===== config.mk =====
export PLATFORM = sky130hd
export DESIGN_NAME = predOrnUnit
export DESIGN_NICKNAME = d
export VERILOG_FILES = /design/src/rtl/predOrnPkg.sv /design/src/rtl/predOrnDecode.sv /design/src/rtl/predOrnDatapath.sv /design/src/rtl/predOrnUnit.sv
export SDC_FILE = /design/constraint.sdc
export NUM_CORES = 1
export LEC_CHECK = 0
export ABC_CLOCK_PERIOD_IN_PS = 4400
export BUFFER_PORTS_ARGS = -buffer_cell sky130_fd_sc_hd__buf_2
export CAP_MARGIN = 20
export CORE_ASPECT_RATIO = 1.4
export CORE_MARGIN = 2
export CORE_UTILIZATION = 61
export CTS_CLUSTER_DIAMETER = 50
export DETAILED_ROUTE_END_ITERATION = 7
export GPL_ROUTABILITY_DRIVEN = 0
export PLACE_DENSITY = 0.8
export SLEW_MARGIN = 20
export SYNTH_ARGS = -nofsm -noshare
export SYNTH_HDL_FRONTEND = slang
export SYNTH_SLANG_ARGS = --single-unit
export TNS_END_PERCENT = 100

===== constraint.sdc =====
create_clock -name clk -period 4.4 [get_ports clk]
set_input_delay 0.88 -clock clk [delete_from_list [all_inputs] [get_ports clk]]
set_output_delay 0.88 -clock clk [all_outputs]
set_load 0.005 [all_outputs]

===== src/rtl/predOrnPkg.sv =====
package predOrnPkg;
  localparam int RegIdxW = 4;
  localparam int NumRegs = 1 << RegIdxW;
  localparam logic [31:0] FixedMask = 32'hFFF0_C210;
  localparam logic [31:0] FixedBits = 32'h25C0_4010;

  typedef struct packed {
    logic                 exec;
    logic                 undef;
    logic [RegIdxW-1:0]   srcN;
    logic [RegIdxW-1:0]   srcM;
    logic [RegIdxW-1:0]   gov;
    logic [RegIdxW-1:0]   dst;
  } ctrlStrobes_t;
endpackage


===== src/rtl/predOrnDecode.sv =====
module predOrnDecode
  import predOrnPkg::*;
(
  input  logic         instrValid,
  input  logic [31:0]  instrWord,
  output ctrlStrobes_t ctrl
);
  logic patternOk;

  assign patternOk = (instrWord & FixedMask) == FixedBits;

  always_comb begin
    ctrl.exec  = instrValid && patternOk;
    ctrl.undef = instrValid && !patternOk;
    ctrl.srcM  = instrWord[19:16];
    ctrl.gov   = instrWord[13:10];
    ctrl.srcN  = instrWord[8:5];
    ctrl.dst   = instrWord[3:0];
  end
endmodule


===== src/rtl/predOrnDatapath.sv =====
module predOrnDatapath
  import predOrnPkg::*;
#(
  parameter int PW = 16
) (
  input  logic               clk,
  input  logic               rstN,
  input  ctrlStrobes_t       ctrl,
  input  logic               wrEn,
  input  logic [RegIdxW-1:0] wrAddr,
  input  logic [PW-1:0]      wrData,
  input  logic [RegIdxW-1:0] rdAddr,
  output logic [PW-1:0]      rdData,
  output logic               flagN,
  output logic               flagZ,
  output logic               flagC,
  output logic               flagV,
  output logic               undefInstr
);
  logic [PW-1:0] predRegs [NumRegs];
  logic [PW-1:0] govMask, opA, opB, laneRes;
  logic          firstBit, lastInvBit;

  assign govMask = predRegs[ctrl.gov];
  assign opA     = predRegs[ctrl.srcN];
  assign opB     = predRegs[ctrl.srcM];

  for (genvar lane = 0; lane < PW; lane++) begin : gLane
    assign laneRes[lane] = govMask[lane] & (opA[lane] | ~opB[lane]);
  end

  // First enabled lane: scan downward so the lowest enabled index wins.
  always_comb begin
    firstBit = 1'b0;
    for (int i = PW - 1; i >= 0; i--) begin
      if (govMask[i]) firstBit = laneRes[i];
    end
  end

  // Last enabled lane: scan upward so the highest enabled index wins.
  always_comb begin
    lastInvBit = 1'b1;
    for (int i = 0; i < PW; i++) begin
      if (govMask[i]) lastInvBit = ~laneRes[i];
    end
  end

  always_ff @(posedge clk or negedge rstN) begin
    if (!rstN) begin
      for (int r = 0; r < NumRegs; r++) predRegs[r] <= '0;
    end else begin
      for (int r = 0; r < NumRegs; r++) begin
        if (ctrl.exec && ctrl.dst == RegIdxW'(r)) begin
          predRegs[r] <= laneRes;
        end else if (wrEn && wrAddr == RegIdxW'(r)) begin
          predRegs[r] <= wrData;
        end
      end
    end
  end

  always_ff @(posedge clk or negedge rstN) begin
    if (!rstN) begin
      flagN      <= 1'b0;
      flagZ      <= 1'b1;
      flagC      <= 1'b1;
      flagV      <= 1'b0;
      undefInstr <= 1'b0;
    end else begin
      undefInstr <= ctrl.undef;
      if (ctrl.exec) begin
        flagN <= firstBit;
        flagZ <= ~|laneRes;
        flagC <= lastInvBit;
        flagV <= 1'b0;
      end
    end
  end

  assign rdData = predRegs[rdAddr];
endmodule


===== src/rtl/predOrnUnit.sv =====
module predOrnUnit
  import predOrnPkg::*;
#(
  parameter int VL = 128,
  localparam int PW = VL / 8
) (
  input  logic          clk,
  input  logic          rstN,
  input  logic          instrValid,
  input  logic [31:0]   instrWord,
  input  logic          wrEn,
  input  logic [3:0]    wrAddr,
  input  logic [PW-1:0] wrData,
  input  logic [3:0]    rdAddr,
  output logic [PW-1:0] rdData,
  output logic          flagN,
  output logic          flagZ,
  output logic          flagC,
  output logic          flagV,
  output logic          undefInstr
);
  ctrlStrobes_t ctrl;

  predOrnDecode uDecode (
    .instrValid (instrValid),
    .instrWord  (instrWord),
    .ctrl       (ctrl)
  );

  predOrnDatapath #(.PW(PW)) uData (
    .clk        (clk),
    .rstN       (rstN),
    .ctrl       (ctrl),
    .wrEn       (wrEn),
    .wrAddr     (wrAddr),
    .wrData     (wrData),
    .rdAddr     (rdAddr),
    .rdData     (rdData),
    .flagN      (flagN),
    .flagZ      (flagZ),
    .flagC      (flagC),
    .flagV      (flagV),
    .undefInstr (undefInstr)
  );
endmodule


Word-level counts from Yosys, hierarchy flattened

Index checks and enable logic that the tools add are counted.

Bits in writable memories: 0
Input bits: 60
Output and inout port bits: 21
Flip-flop bits (word level): 260
Memory bits (read-only): 0
Logic and storage cells: 254
Memories kept: 0
Bits in latches: 0

$lt $le $gt $ge: 4
Bitwise logic cells: 68
Shift-type cells: 0
Multiplexer cells: 76
Eq/ne operators: 31
Reductions and logical operators: 55
Add/sub/neg operators: 0
$mul: 0
Divide/modulo/power cells: 0

Operator list:

| operator             | count |
|---|---|
| $mux 16              | 40 |
| $bmux 16 s4          | 4 |
| $eq 4x4->1 const B   | 16 |
| $logic_and 1x1->1    | 34 |
| $eq 4x3->1 const B   | 8 |
| $mux 1               | 32 |
| $not 1->1            | 32 |
| $reduce_bool 2->1    | 16 |
| $ge 5x5->1 const B   | 4 |
| $not 4->5            | 4 |
| $and 1x1->1          | 16 |
| $eq 16x14->1 const B | 1 |
| $eq 4x2->1 const B   | 4 |
| $or 1x1->1           | 16 |
| $reduce_or 16->1     | 1 |
| $eq 4x1->1 const B   | 2 |
| $logic_not 4->1      | 2 |
| $logic_not 1->1      | 2 |

Depth between registers and ports, before layout

Depth after elaboration: 24
Depth in mapped cells: 12

Modules after synthesis

From an unflattened synthesis, not the netlist that was laid out.

Cell total of the unflattened synthesis: 1749
Area, all modules: 20495.9 um2

Modules (own cells, without submodules):

| module          | area each (um2) | seq. area each (um2) | cells an instance | instances |
|---|---|---|---|---|
| predOrnDatapath | 20303.2         | 6508.7               | 1725              | 1 |
| predOrnDecode   | 192.7           | 0.0                  | 24                | 1 |

Least setup slack after synthesis

OpenSTA, ideal clock, no wires.

Path type: input to output
Start: in rdAddr[0]
End: out rdData[0]
Buffers on the path: 2
Slack: 0.691 ns
Data arrival time: 2.829 ns
Cell stages on the path: 4
Cells stage by stage: clkbuf_1 > buf_1 > mux4_2 > mux4_2

Cells in the longest elaborated chain, start to end: 4

RTL lines:

| what                                       | line                  | text |
|---|---|---|
| start, declared                            | predOrnUnit.sv:14     | `input logic [3:0] rdAddr,` |
| $not 4->5 (not written as such)            | predOrnDatapath.sv:80 | `assign rdData = predRegs[rdAddr];` |
| $bmux 16 s4                                | predOrnDatapath.sv:80 |  |
| $mux 16 (not written as such) (2 in a row) | predOrnDatapath.sv:80 |  |
| end, declared                              | predOrnUnit.sv:15     | `output logic [PW-1:0] rdData,` |

Every way passes these cells. The select of a mux whose other input is x is not followed.

Worst setup path in the final report

Start: in rdAddr[0]
End: out rdData[7]

The elaborated chain is that of the path after synthesis.

==> run summary <==
=================================================================================
Outcome                                                              finished, final reports clean
Nets                                                                         1844
Slew of the pin with the lowest slew margin                               1160 ps
Per-instance average area after synthesis                                11.4 um2
Chip height                                                                221 um
Tightest slew margin relative to the limit                                  22.6%
Number of placed I/O pins                                                      81
Synth Flop Type                                                           dfrtp_1
Classification of the worst-slack hold path                           in -> async
Critical Path Source Type                                              input port
Maximum clock frequency                                                   290 MHz
Via count of the first global-routing pass                                  18300
Clock latency of the later-clocked register in the worst-skew pair         600 ps
Arrival time of data at the critical path endpoint                        2570 ps
Cell type with the highest occurrence count on the critical path           mux4_2
Post_cts resized                                                                0
Die Width                                                                  159 um
Cell area after synthesis                                              0.0205 mm2
GRT Total Usage                                                             43.5%
Vias per cell                                                                8.21
Wire length of the first global-routing pass                            114000 um
Detail Placement HPWL                                                    46500 um
Crit share post-route                                                       78.4%
Worst supply voltage drop on vdd                                         0.278 mV
Top-count cell post-synth                                                  mux4_2
Leak                                                                      9.07 nW
Placed Area                                                            0.0214 mm2
Area taken by flip-flops and latches                                  0.00651 mm2
Total wire length                                                        76400 um
Routed length per instance                                                33.8 um
Max-capacitance violation count                                                 0
Fin crit period                                                           3450 ps
Post-CTS setup buffer count                                                     0
Number of nets with antenna violations after routing                            0
Synth cell count leaders                                             mux4_2, dfrtp_1, a21oi_1, nor2b_1
Worst setup path end                                                    rdData[7]
Footprint of the multi-input gates                                     0.0132 mm2
RSZ-0062 raised after global routing                                           no
Number of CTS-inserted buffers                                                 29
Core Area                                                              0.0332 mm2
Longest Clk Path Bufs                                                           3
Number of unique standard cell types used by synthesis                         62
Number of nets produced by synthesis                                         1854
H-tree levels                                                                   1
Kind of end point of the critical path                               primary output
Buffer cell driving the clock tree root                                 clkbuf_16
Yosys Warn Count                                                                0
R2R depth                                                                       8
Crit path max fanout                                                           32
Final setup viols                                                               0
Cell count after synthesis                                                   1794
Sink count of the clock tree                                                  260
Fraction of layout cells with a size suffix above 1                         35.2%
Ys async rst share                                                           100%
First-pass DRT Iterations                                                       8
Cell taking the most area after synthesis                                 dfrtp_1
Remaining DRCs                                                                  0
Critical register-to-register path startpoint                        uData.predRegs[92]
Worst reg2reg setup slack                                                 1690 ps
CTS tree                                                                    built
Max stage delay on crit path                                               560 ps
Fill cells                                                                   2323
Worst Path Required                                                       3520 ps
Sequential area share after synthesis                                       31.7%
Area added between synthesis and finish                                     9.54%
Setup total negative slack                                                   0 ps
Total power per unit cell area                                         430 mW/mm2
Launch point of the critical path                                       rdAddr[0]
Critical Path Slowest Stage Cell                                           mux4_2
Violation count after the first detailed-route iteration                     3238
Fraction of post-synthesis cell area in the top cell type by area           31.5%
Non-Filler Cell Area, Final                                            0.0225 mm2
Slew Viols, Final                                                               0
Overflow after GRT                                                              0
Register bit count reported by yosys                                          260
Number of antenna violations at the first check in global routing               7
Setup Skew                                                                23.7 ps
Overall die area                                                       0.0351 mm2
Clock-pin slew on the worst setup and hold paths                            60 ps
Critical Path, Cell by Cell                                          buf_4 -> buf_12 -> mux4_2 -> mux4_2 -> buf_2
Number of vias in the routed layout                                         18500
Number of enable flip-flop cells after synthesis                                0
Input/output buffers                                                           79
Capturing point of the worst reg2reg path                             uData.flagC
Final number of hold-violating endpoints                                        0
Largest net degree at the start of global routing                              95
Most area-consuming cells after synthesis                            dfrtp_1, mux4_2, mux2_2
Effective utilization at floorplan                                          61.8%
Standard-cell row count                                                        79
Worst Setup Path Type                                                   in -> out
Number of hold-repair buffers added at the cts stage                            0
=================================================================================
[worst min path at each step]
stage                            from             endpoint  slack (ps)  depth (start not counted)
final                            rstN  uData.predRegs[202]         270                          1
after global routing             rstN  uData.predRegs[186]         350                          1
after CTS                        rstN  uData.predRegs[186]         340                          1
after detailed placement  uData.flagZ          uData.flagZ         490                          2
after global placement    uData.flagZ          uData.flagZ         480                          2
after floorplan           uData.flagZ          uData.flagZ         450                          2
[per-layer routing]
| metal | track usage (%) | up-vias | wire [um] |
|---|---|---|---|
| met5 | 0 | - | 11 |
| met4 | 38.9 | 2 | 8560 |
| met3 | 16.5 | 650 | 12400 |
| li1 | - | 7048 | - |
| met1 | 50.5 | 8879 | 22500 |
| met2 | 63.0 | 1961 | 33000 |
[placed cells by master (no fill, tap or decap), drive strengths merged, types with 3 or more instances in the layout]
cell type,instances
mux2,108
o21ai,88
diode,7
nand3,9
o21bai,3
and2,7
nor3b,4
nor4bb,3
a31o,3
a211oi,145
nor4b,3
and3,4
o22ai,6
nor2,78
nor2b,156
a21oi,188
mux4,275
or3,4
nand2b,11
inv,8
a22oi,44
nand3b,4
dfrtp,258
nand2,107
a21o,4
mux2i,16
clkinv,11
nor3,5
a221oi,9
clkbuf,32
a22o,25
bufinv,3
buf,162
clkinvlp,4
[area by class of cell]
| class | count | area share (%) |
|---|---|---|
| inverter | 5 | 0.0835 |
| timing repair buffer | 162 | 5.43 |
| multi-input combinational | 1326 | 58.5 |
| tap | 445 | 2.48 |
| clock inverter | 21 | 1.03 |
| antenna | 7 | 0.0779 |
| sequential | 260 | 29.0 |
| clock buffer | 32 | 3.41 |
[worst max-delay path: cells and delay by family]
| kind | cells | cell delay (ps) |
|---|---|---|
| mux | 2 | 1090 |
| buf+inv | 3 | 550 |
[metrics by stage]
stage | setup slack (ps) | hold WS [ps] | utilization (%) | power [mW] | instances
after floorplan | 691 | 451 | - | 5.90 | 1794
after global routing | 936 | 348 | 67.6 | 9.98 | 2254
final | 948 | 268 | 67.7 | 9.66 | 2258
after CTS | 968 | 338 | 67.5 | 9.48 | 2249
after global placement | 767 | 480 | 64.5 | 6.74 | 2196
after detailed placement | 746 | 491 | 64.5 | 6.91 | 2196
[registers in the layout, indices dropped and copies added, names as in the netlist]
register	count
uData.flagC	1
uData.flagN	1
uData.flagZ	1
uData.predRegs	256
uData.undefInstr	1
[report_power, final]
part | leakage [nW] | internal (mW) | total (mW) | switching (mW)
logic | 5.34 | 1.86 | 3.39 | 1.53
clock network | 0.483 | 1.45 | 2.58 | 1.13
registers | 3.24 | 2.90 | 3.69 | 0.789
[cell families (layout without fill, tap and decap cells)]
logic type / after synthesis / count (layout) / synth area share (%)
AO/OA/AOI/OAI: 523 / 523 / 16.4
buffers and inverters: 208 / 220 / 4.63
flip-flops: 260 / 260 / 31.7
multiplexers: 399 / 399 / 37.0
other: 1 / 8 / 0.0183
AND/OR/NAND/NOR: 403 / 403 / 10.2
No activity file was read; power rests on OpenSTA's default activity.
